$ cat src/rtl/keyed_wdog_pkg.sv
package keyed_wdog_pkg;
  localparam logic [7:0] KEY_COUNT = 8'h5A;
  localparam logic [7:0] KEY_CTRL  = 8'hA5;

  typedef struct packed {
    logic       wrCnt;
    logic       wrCsr;
    logic       clrWd;
    logic       wrRst;
    logic [7:0] data;
  } strobe_t;
endpackage

$ cat src/rtl/keyed_wdog_ctrl.sv
module keyed_wdog_ctrl
  import keyed_wdog_pkg::*;
#(
  parameter int ADDR_W      = 4,
  parameter int ADDR_SHARED = 0,
  parameter int ADDR_RST    = 2
) (
  input  logic              busWrEn,
  input  logic              busWordEn,
  input  logic [ADDR_W-1:0] busAddr,
  input  logic [15:0]       busWrData,
  output strobe_t           strb
);
  logic       wordWr;
  logic       atShared;
  logic       atRst;
  logic [7:0] key;
  logic [7:0] lo;

  always_comb begin
    wordWr   = busWrEn && busWordEn;
    atShared = wordWr && (busAddr == ADDR_W'(ADDR_SHARED));
    atRst    = wordWr && (busAddr == ADDR_W'(ADDR_RST));
    key      = busWrData[15:8];
    lo       = busWrData[7:0];

    strb.data  = lo;
    strb.wrCnt = atShared && (key == KEY_COUNT);
    strb.wrCsr = atShared && (key == KEY_CTRL);
    strb.clrWd = atRst && (key == KEY_CTRL) && (lo == 8'h00);
    strb.wrRst = atRst && (key == KEY_COUNT);
  end
endmodule

$ cat src/rtl/keyed_wdog_dp.sv
module keyed_wdog_dp
  import keyed_wdog_pkg::*;
#(
  parameter int ADDR_W      = 4,
  parameter int ADDR_SHARED = 0,
  parameter int ADDR_CNT    = 1,
  parameter int ADDR_RST    = 2,
  parameter int DIV_STEP    = 1,
  parameter int RST_PULSE   = 16
) (
  input  logic              clk,
  input  logic              rstN,
  input  strobe_t           strb,
  input  logic [ADDR_W-1:0] busAddr,
  output logic [15:0]       busRdData,
  output logic              intervalIrq,
  output logic              resetReq,
  output logic              resetKind,
  output logic [7:0]        cntVal,
  output logic              runEn,
  output logic              wdFlag
);
  localparam int SEL_W   = 3;
  localparam int SEL_MAX = (1 << SEL_W) - 1;
  localparam int PRE_W   = SEL_MAX * DIV_STEP;
  localparam int PULSE_W = $clog2(RST_PULSE + 1);

  logic [7:0]         cnt;
  logic [PRE_W-1:0]   pre;
  logic [PRE_W-1:0]   preMask;
  logic [SEL_W-1:0]   clkSel;
  logic               ivFlag;
  logic               modeWd;
  logic               runEnR;
  logic               rstEn;
  logic               rstSel;
  logic               wdFlagR;
  logic               kindR;
  logic [PULSE_W-1:0] pulse;
  logic               enNext;
  logic               tick;
  logic               ovf;

  // Prescaler bits below s*DIV_STEP must all be 1 for a tick.
  for (genvar i = 0; i < PRE_W; i++) begin : g_mask
    assign preMask[i] = (i < int'(clkSel) * DIV_STEP);
  end

  always_comb begin
    enNext = strb.wrCsr ? strb.data[5] : runEnR;
    tick   = runEnR && (&(pre | ~preMask));
    ovf    = tick && (cnt == 8'hFF);
  end

  always_ff @(posedge clk or negedge rstN) begin
    if (!rstN) begin
      pre <= '0;
      cnt <= '0;
    end else begin
      pre <= enNext ? pre + 1'b1 : '0;
      if (!enNext)         cnt <= '0;
      else if (strb.wrCnt) cnt <= strb.data;
      else if (tick)       cnt <= cnt + 8'd1;
    end
  end

  always_ff @(posedge clk or negedge rstN) begin
    if (!rstN) begin
      modeWd <= 1'b0;
      runEnR <= 1'b0;
      clkSel <= '0;
      ivFlag <= 1'b0;
    end else begin
      if (strb.wrCsr) begin
        modeWd <= strb.data[6];
        runEnR <= strb.data[5];
        clkSel <= strb.data[SEL_W-1:0];
      end
      if (ovf && !modeWd)                    ivFlag <= 1'b1;
      else if (strb.wrCsr && !strb.data[7])  ivFlag <= 1'b0;
    end
  end

  always_ff @(posedge clk or negedge rstN) begin
    if (!rstN) begin
      wdFlagR <= 1'b0;
      rstEn   <= 1'b0;
      rstSel  <= 1'b0;
      pulse   <= '0;
      kindR   <= 1'b0;
    end else begin
      if (ovf && modeWd)   wdFlagR <= 1'b1;
      else if (strb.clrWd) wdFlagR <= 1'b0;
      if (strb.wrRst) begin
        rstEn  <= strb.data[6];
        rstSel <= strb.data[5];
      end
      if (ovf && modeWd && rstEn) begin
        pulse <= PULSE_W'(RST_PULSE);
        kindR <= rstSel;
      end else if (pulse != '0) begin
        pulse <= pulse - 1'b1;
      end
    end
  end

  always_comb begin
    busRdData = 16'h0000;
    if (busAddr == ADDR_W'(ADDR_SHARED))
      busRdData[7:0] = {ivFlag, modeWd, runEnR, 2'b11, clkSel};
    else if (busAddr == ADDR_W'(ADDR_CNT))
      busRdData[7:0] = cnt;
    else if (busAddr == ADDR_W'(ADDR_RST))
      busRdData[7:0] = {wdFlagR, rstEn, rstSel, 5'b11111};
  end

  assign intervalIrq = ivFlag;
  assign resetReq    = (pulse != '0);
  assign resetKind   = kindR;
  assign cntVal      = cnt;
  assign runEn       = runEnR;
  assign wdFlag      = wdFlagR;
endmodule

$ cat src/rtl/keyed_wdog.sv
module keyed_wdog
  import keyed_wdog_pkg::*;
#(
  parameter int ADDR_W      = 4,
  parameter int ADDR_SHARED = 0,
  parameter int ADDR_CNT    = 1,
  parameter int ADDR_RST    = 2,
  parameter int DIV_STEP    = 1,
  parameter int RST_PULSE   = 16
) (
  input  logic              clk,
  input  logic              rstN,
  input  logic [ADDR_W-1:0] busAddr,
  input  logic              busWrEn,
  input  logic              busWordEn,
  input  logic [15:0]       busWrData,
  output logic [15:0]       busRdData,
  output logic              intervalIrq,
  output logic              resetReq,
  output logic              resetKind
);
  strobe_t    strb;
  logic [7:0] cntVal;
  logic       runEn;
  logic       wdFlag;

  keyed_wdog_ctrl #(
    .ADDR_W(ADDR_W), .ADDR_SHARED(ADDR_SHARED), .ADDR_RST(ADDR_RST)
  ) u_ctrl (
    .busWrEn(busWrEn), .busWordEn(busWordEn), .busAddr(busAddr),
    .busWrData(busWrData), .strb(strb)
  );

  keyed_wdog_dp #(
    .ADDR_W(ADDR_W), .ADDR_SHARED(ADDR_SHARED), .ADDR_CNT(ADDR_CNT),
    .ADDR_RST(ADDR_RST), .DIV_STEP(DIV_STEP), .RST_PULSE(RST_PULSE)
  ) u_dp (
    .clk(clk), .rstN(rstN), .strb(strb), .busAddr(busAddr),
    .busRdData(busRdData), .intervalIrq(intervalIrq), .resetReq(resetReq),
    .resetKind(resetKind), .cntVal(cntVal), .runEn(runEn), .wdFlag(wdFlag)
  );
endmodule

$ cat config.mk
export PLATFORM = sky130hd
export DESIGN_NAME = keyed_wdog
export DESIGN_NICKNAME = d
export VERILOG_FILES = /design/src/rtl/keyed_wdog_pkg.sv /design/src/rtl/keyed_wdog_ctrl.sv /design/src/rtl/keyed_wdog_dp.sv /design/src/rtl/keyed_wdog.sv
export SDC_FILE = /design/constraint.sdc
export NUM_CORES = 1
export LEC_CHECK = 0
export BUFFER_PORTS_ARGS = -buffer_cell sky130_fd_sc_hd__buf_2
export CORE_ASPECT_RATIO = 1.25
export CORE_UTILIZATION = 45
export CTS_BUF_LIST = sky130_fd_sc_hd__clkbuf_8
export CTS_CLUSTER_DIAMETER = 200
export DETAILED_ROUTE_END_ITERATION = 7
export PLACE_DENSITY = 0.78
export SLEW_MARGIN = 20
export SYNTH_ARGS = -nofsm -noshare
export SYNTH_HDL_FRONTEND = slang
export SYNTH_SLANG_ARGS = --single-unit
export TNS_END_PERCENT = 1
$ cat constraint.sdc
create_clock -name clk -period 2.2 [get_ports clk]
set_input_delay 0.44 -clock clk [delete_from_list [all_inputs] [get_ports clk]]
set_output_delay 0.44 -clock clk [all_outputs]
set_load 0.03 [all_outputs]
==> results by group <==
STA
  • Max-slew violation count: 0
  • Setup Skew: 0.00415 ns
  • RSZ-0062 raised after global routing: false
  • Crit share post-route: around 93%
  • Slew @ Worst Pin: roughly 0.72 ns
  • Endpoints failing setup: 0
  • Final hold violations: 0
  • Fmax: 487 MHz
  • Tmin final: between 2 and 2.5 ns
  • Slew headroom: 51.4%
  • Final TNS setup: 0 ns

Clocking
  • Count of cells resized by post-cts repair: 0
  • Number of buffers created by CTS: 5
  • Max Root-Sink Buffers: 2
  • CTS Sinks: 30
  • Clk_lat worst skew: 0.28 ns
  • Hold buffer count at cts: 0
  • Post-CTS Setup Inserts: 0
  • H-tree depth: 2
  • Root buf cell: clkbuf_8
  • Clock slew at reported path FFs: 0.07 ns
  • TritonCTS clock tree: yes

Setup path
  • Max incr delay on CP: 0.26 ns
  • CP max FO: 6
  • CP arrival: about 1.6 ns
  • Setup CP Type: input pin to output pin
  • Required @ worst endpoint: 1.76 ns
  • Worst-path cell chain: buf_2 -> or2_4 -> nor2_1 -> nand2_1 -> nor2_1 -> nor2_1 -> buf_2
  • Worst Path Buf+Inv: 2
  • CP endpoint kind: output pin
  • Worst path slowest cell: or2_4
  • Most common cell on crit path: nor2_1
  • CP Launch Type: input pin
  • CP delay by family, top: simple AND/OR/NAND/NOR gates

Global routing
  • Grt met1 use: 24.0%
  • Global routing's busiest layer: met2
  • First-pass GRT wire length: approximately 6.7 mm
  • Global-route track usage on met2: 36.0%
  • Vias in the first global route: 1507
  • GR Util All Layers: 20.5%
  • Met3 GRT Util: 3.70%
  • Initial antenna violation count: 0
  • Largest net degree at the start of global routing: 31
  • Gr ovfl total: 0

Finish
  • Layout cells sized above 1: 27.1%
  • Area occupied by multi-input gates: 0.00100 mm^2
  • Fin util: 56.0%
  • Area growth, synth to finish: 16.5%
  • Nets: 274
  • Register area: between 700 and 800 um^2
  • Layout fillers: 349
  • Cell Count, Final, Fillers Out: 301
  • Antenna cells: 0

Yosys
  • Async SR Flop Fraction: between 90% and 100%
  • Synth Warn #: 0
  • Cell accounting for the most synthesized area: dfrtp_1
  • Post-synth top area share: 40.6%
  • Register area share after synthesis: 40.6%
  • Prevailing post-synth register cell: dfrtp_1
  • Syn Inst Count: just over 200
  • Synth unique cells: 44
  • Cell area after synthesis: 0.00185 mm^2
  • Synth Register Bits: 30
  • Mean Syn Cell Area: 9.03 um^2
  • Top post-synthesis cells by area: dfrtp_1 (41%), nor2_1 (7.5%), mux2_2 (4.3%), buf_4 (3.2%), nand2_1 (3.2%)
  • Post-synth EDFFs: 0

Run
  • Max cap viols: 0

Pwr
  • Lkg Pwr: 0.999 nW
  • Max VDD drop: 0.468 mV
  • Pwr Density: 515 mW/mm^2

Route
  • Via count: 1610
  • DR WL/cell: 13.2 um
  • Router iterations before antenna repair: 4
  • Antenna viol nets, final: 0
  • DR vias/cell: between 5 and 6
  • DR iter-0 viols: 39
  • Drt drc: 0
  • Overall routed net length: 3.98 mm

Min path
  • Worst min path class: input pin to asynchronous set/reset pin

Die
  • Chip width: 59.4 um
  • Die height: between 70 and 80 um
  • FP Rows: 25
  • IO Pins: 43
  • Initial core utilization: 48.1%
  • Die area: 0.00437 mm^2
  • Core area: around 0.0038 mm^2

Placed design
  • Dpl hpwl: 3.01 mm
  • GPL Wtd Cong: 0.818
  • IO Port Bufs: 34
  • Cells after DPL: 293

Status
  • Status: finished, final reports clean
metal layers:
metal	wire length, um	vias up
li1	-	795
met1	1750	774
met2	2040	37
met3	133	4
met4	62	0
met5	0	-
worst paths after layout:
check                                           start                          to  slack (ns)  cells past startpoint
min in group clk                         busWrData[2]  u_dp.clkSel[2]$_DFFE_PN0P_        0.45                      2
min                                              rstN  u_dp.cntVal[3]$_DFFE_PN0P_        0.19                      1
max in group asynchronous                        rstN   u_dp.pulse[2]$_DFFE_PN0P_        1.57                      1
max reg2reg                u_dp.clkSel[0]$_DFFE_PN0P_  u_dp.resetKind$_DFFE_PN0P_        0.25                      5
max                                        busAddr[3]                busRdData[0]        0.15                      7
min reg2reg                   u_dp.wdFlag$_DFFE_PN0P_     u_dp.wdFlag$_DFFE_PN0P_        0.51                      1
cell families after synthesis:
group	after synthesis	share of synthesized area, %
other cells	1	0.203
compound gates	40	15.8
fa+ha+maj	4	2.70
mux	7	4.26
flops	30	40.6
xor+xnor	7	3.31
simple gates	96	26.6
buf+inv	20	6.56
synth_stat cells (all sizes together) (5+ instances only):
library cell and instances:
xnor2 6, buf 11, nand3 8, o21ai 11, nor3 8, mux2 7, dfrtp 30, a21oi 9
a311oi 7, nand2 16, nor2 37, or3 5, inv 7
sequential cells by signal, indices dropped and copies added (netlist names):
signal            count
u_dp.clkSel           3
u_dp.cntVal           8
u_dp.modeWd           1
u_dp.rstSel           1
u_dp.rstEn            1
u_dp.pulse            5
u_dp.wdFlag           1
u_dp.intervalIrq      1
u_dp.runEn            1
u_dp.pre              7
u_dp.resetKind        1
layout make-up:
cell class	instances	area share, %
inverters	7	1.22
multi-input cells	162	46.6
repair buffers	40	9.98
clock inverters	2	0.406
well taps	54	3.13
flip-flops and latches	30	34.8
clock buffers	6	3.83
placed cells by master, fill, tap and decap left out, types with 2 or more instances in the layout:
cell type / instances
nand3_1: 8
buf_4: 6
xnor2_1: 6
ha_1: 4
o21a_1: 2
nor2_1: 37
clkbuf_8: 6
o21ai_0: 8
nor2b_1: 4
nand4_1: 3
o21ai_1: 2
inv_1: 8
a21o_1: 2
and4bb_2: 2
buf_2: 34
a311oi_2: 3
nor4bb_1: 2
or4_1: 3
nor3_1: 7
o31ai_1: 3
and2_1: 2
conb_1: 8
dfrtp_1: 30
a21oi_1: 9
mux2_2: 7
a311oi_1: 4
or3_1: 5
nand2_1: 16
report_power, final:
group	internal [mW]	switching [mW]
Clock	0.248	0.213
Sequential	0.552	0.000449
Combinational	0.0297	0.0681
Total	0.829	0.282
per-stage QoR:
stage / cell area (um^2) / hold slack, ns / total power [mW] / setup WS, ns
2_1_floorplan: 1880 / 0.144 / 0.622 / 0.0998
3_3_place_gp: 2060 / 0.488 / 0.659 / 0.106
3_5_place_dp: 2060 / 0.485 / 0.661 / 0.0754
4_1_cts: 2160 / 0.213 / 1.12 / 0.147
5_1_grt: 2160 / 0.253 / 1.15 / 0.0366
6_report: 2160 / 0.192 / 1.11 / 0.145
No activity file was read; power rests on OpenSTA's default activity.
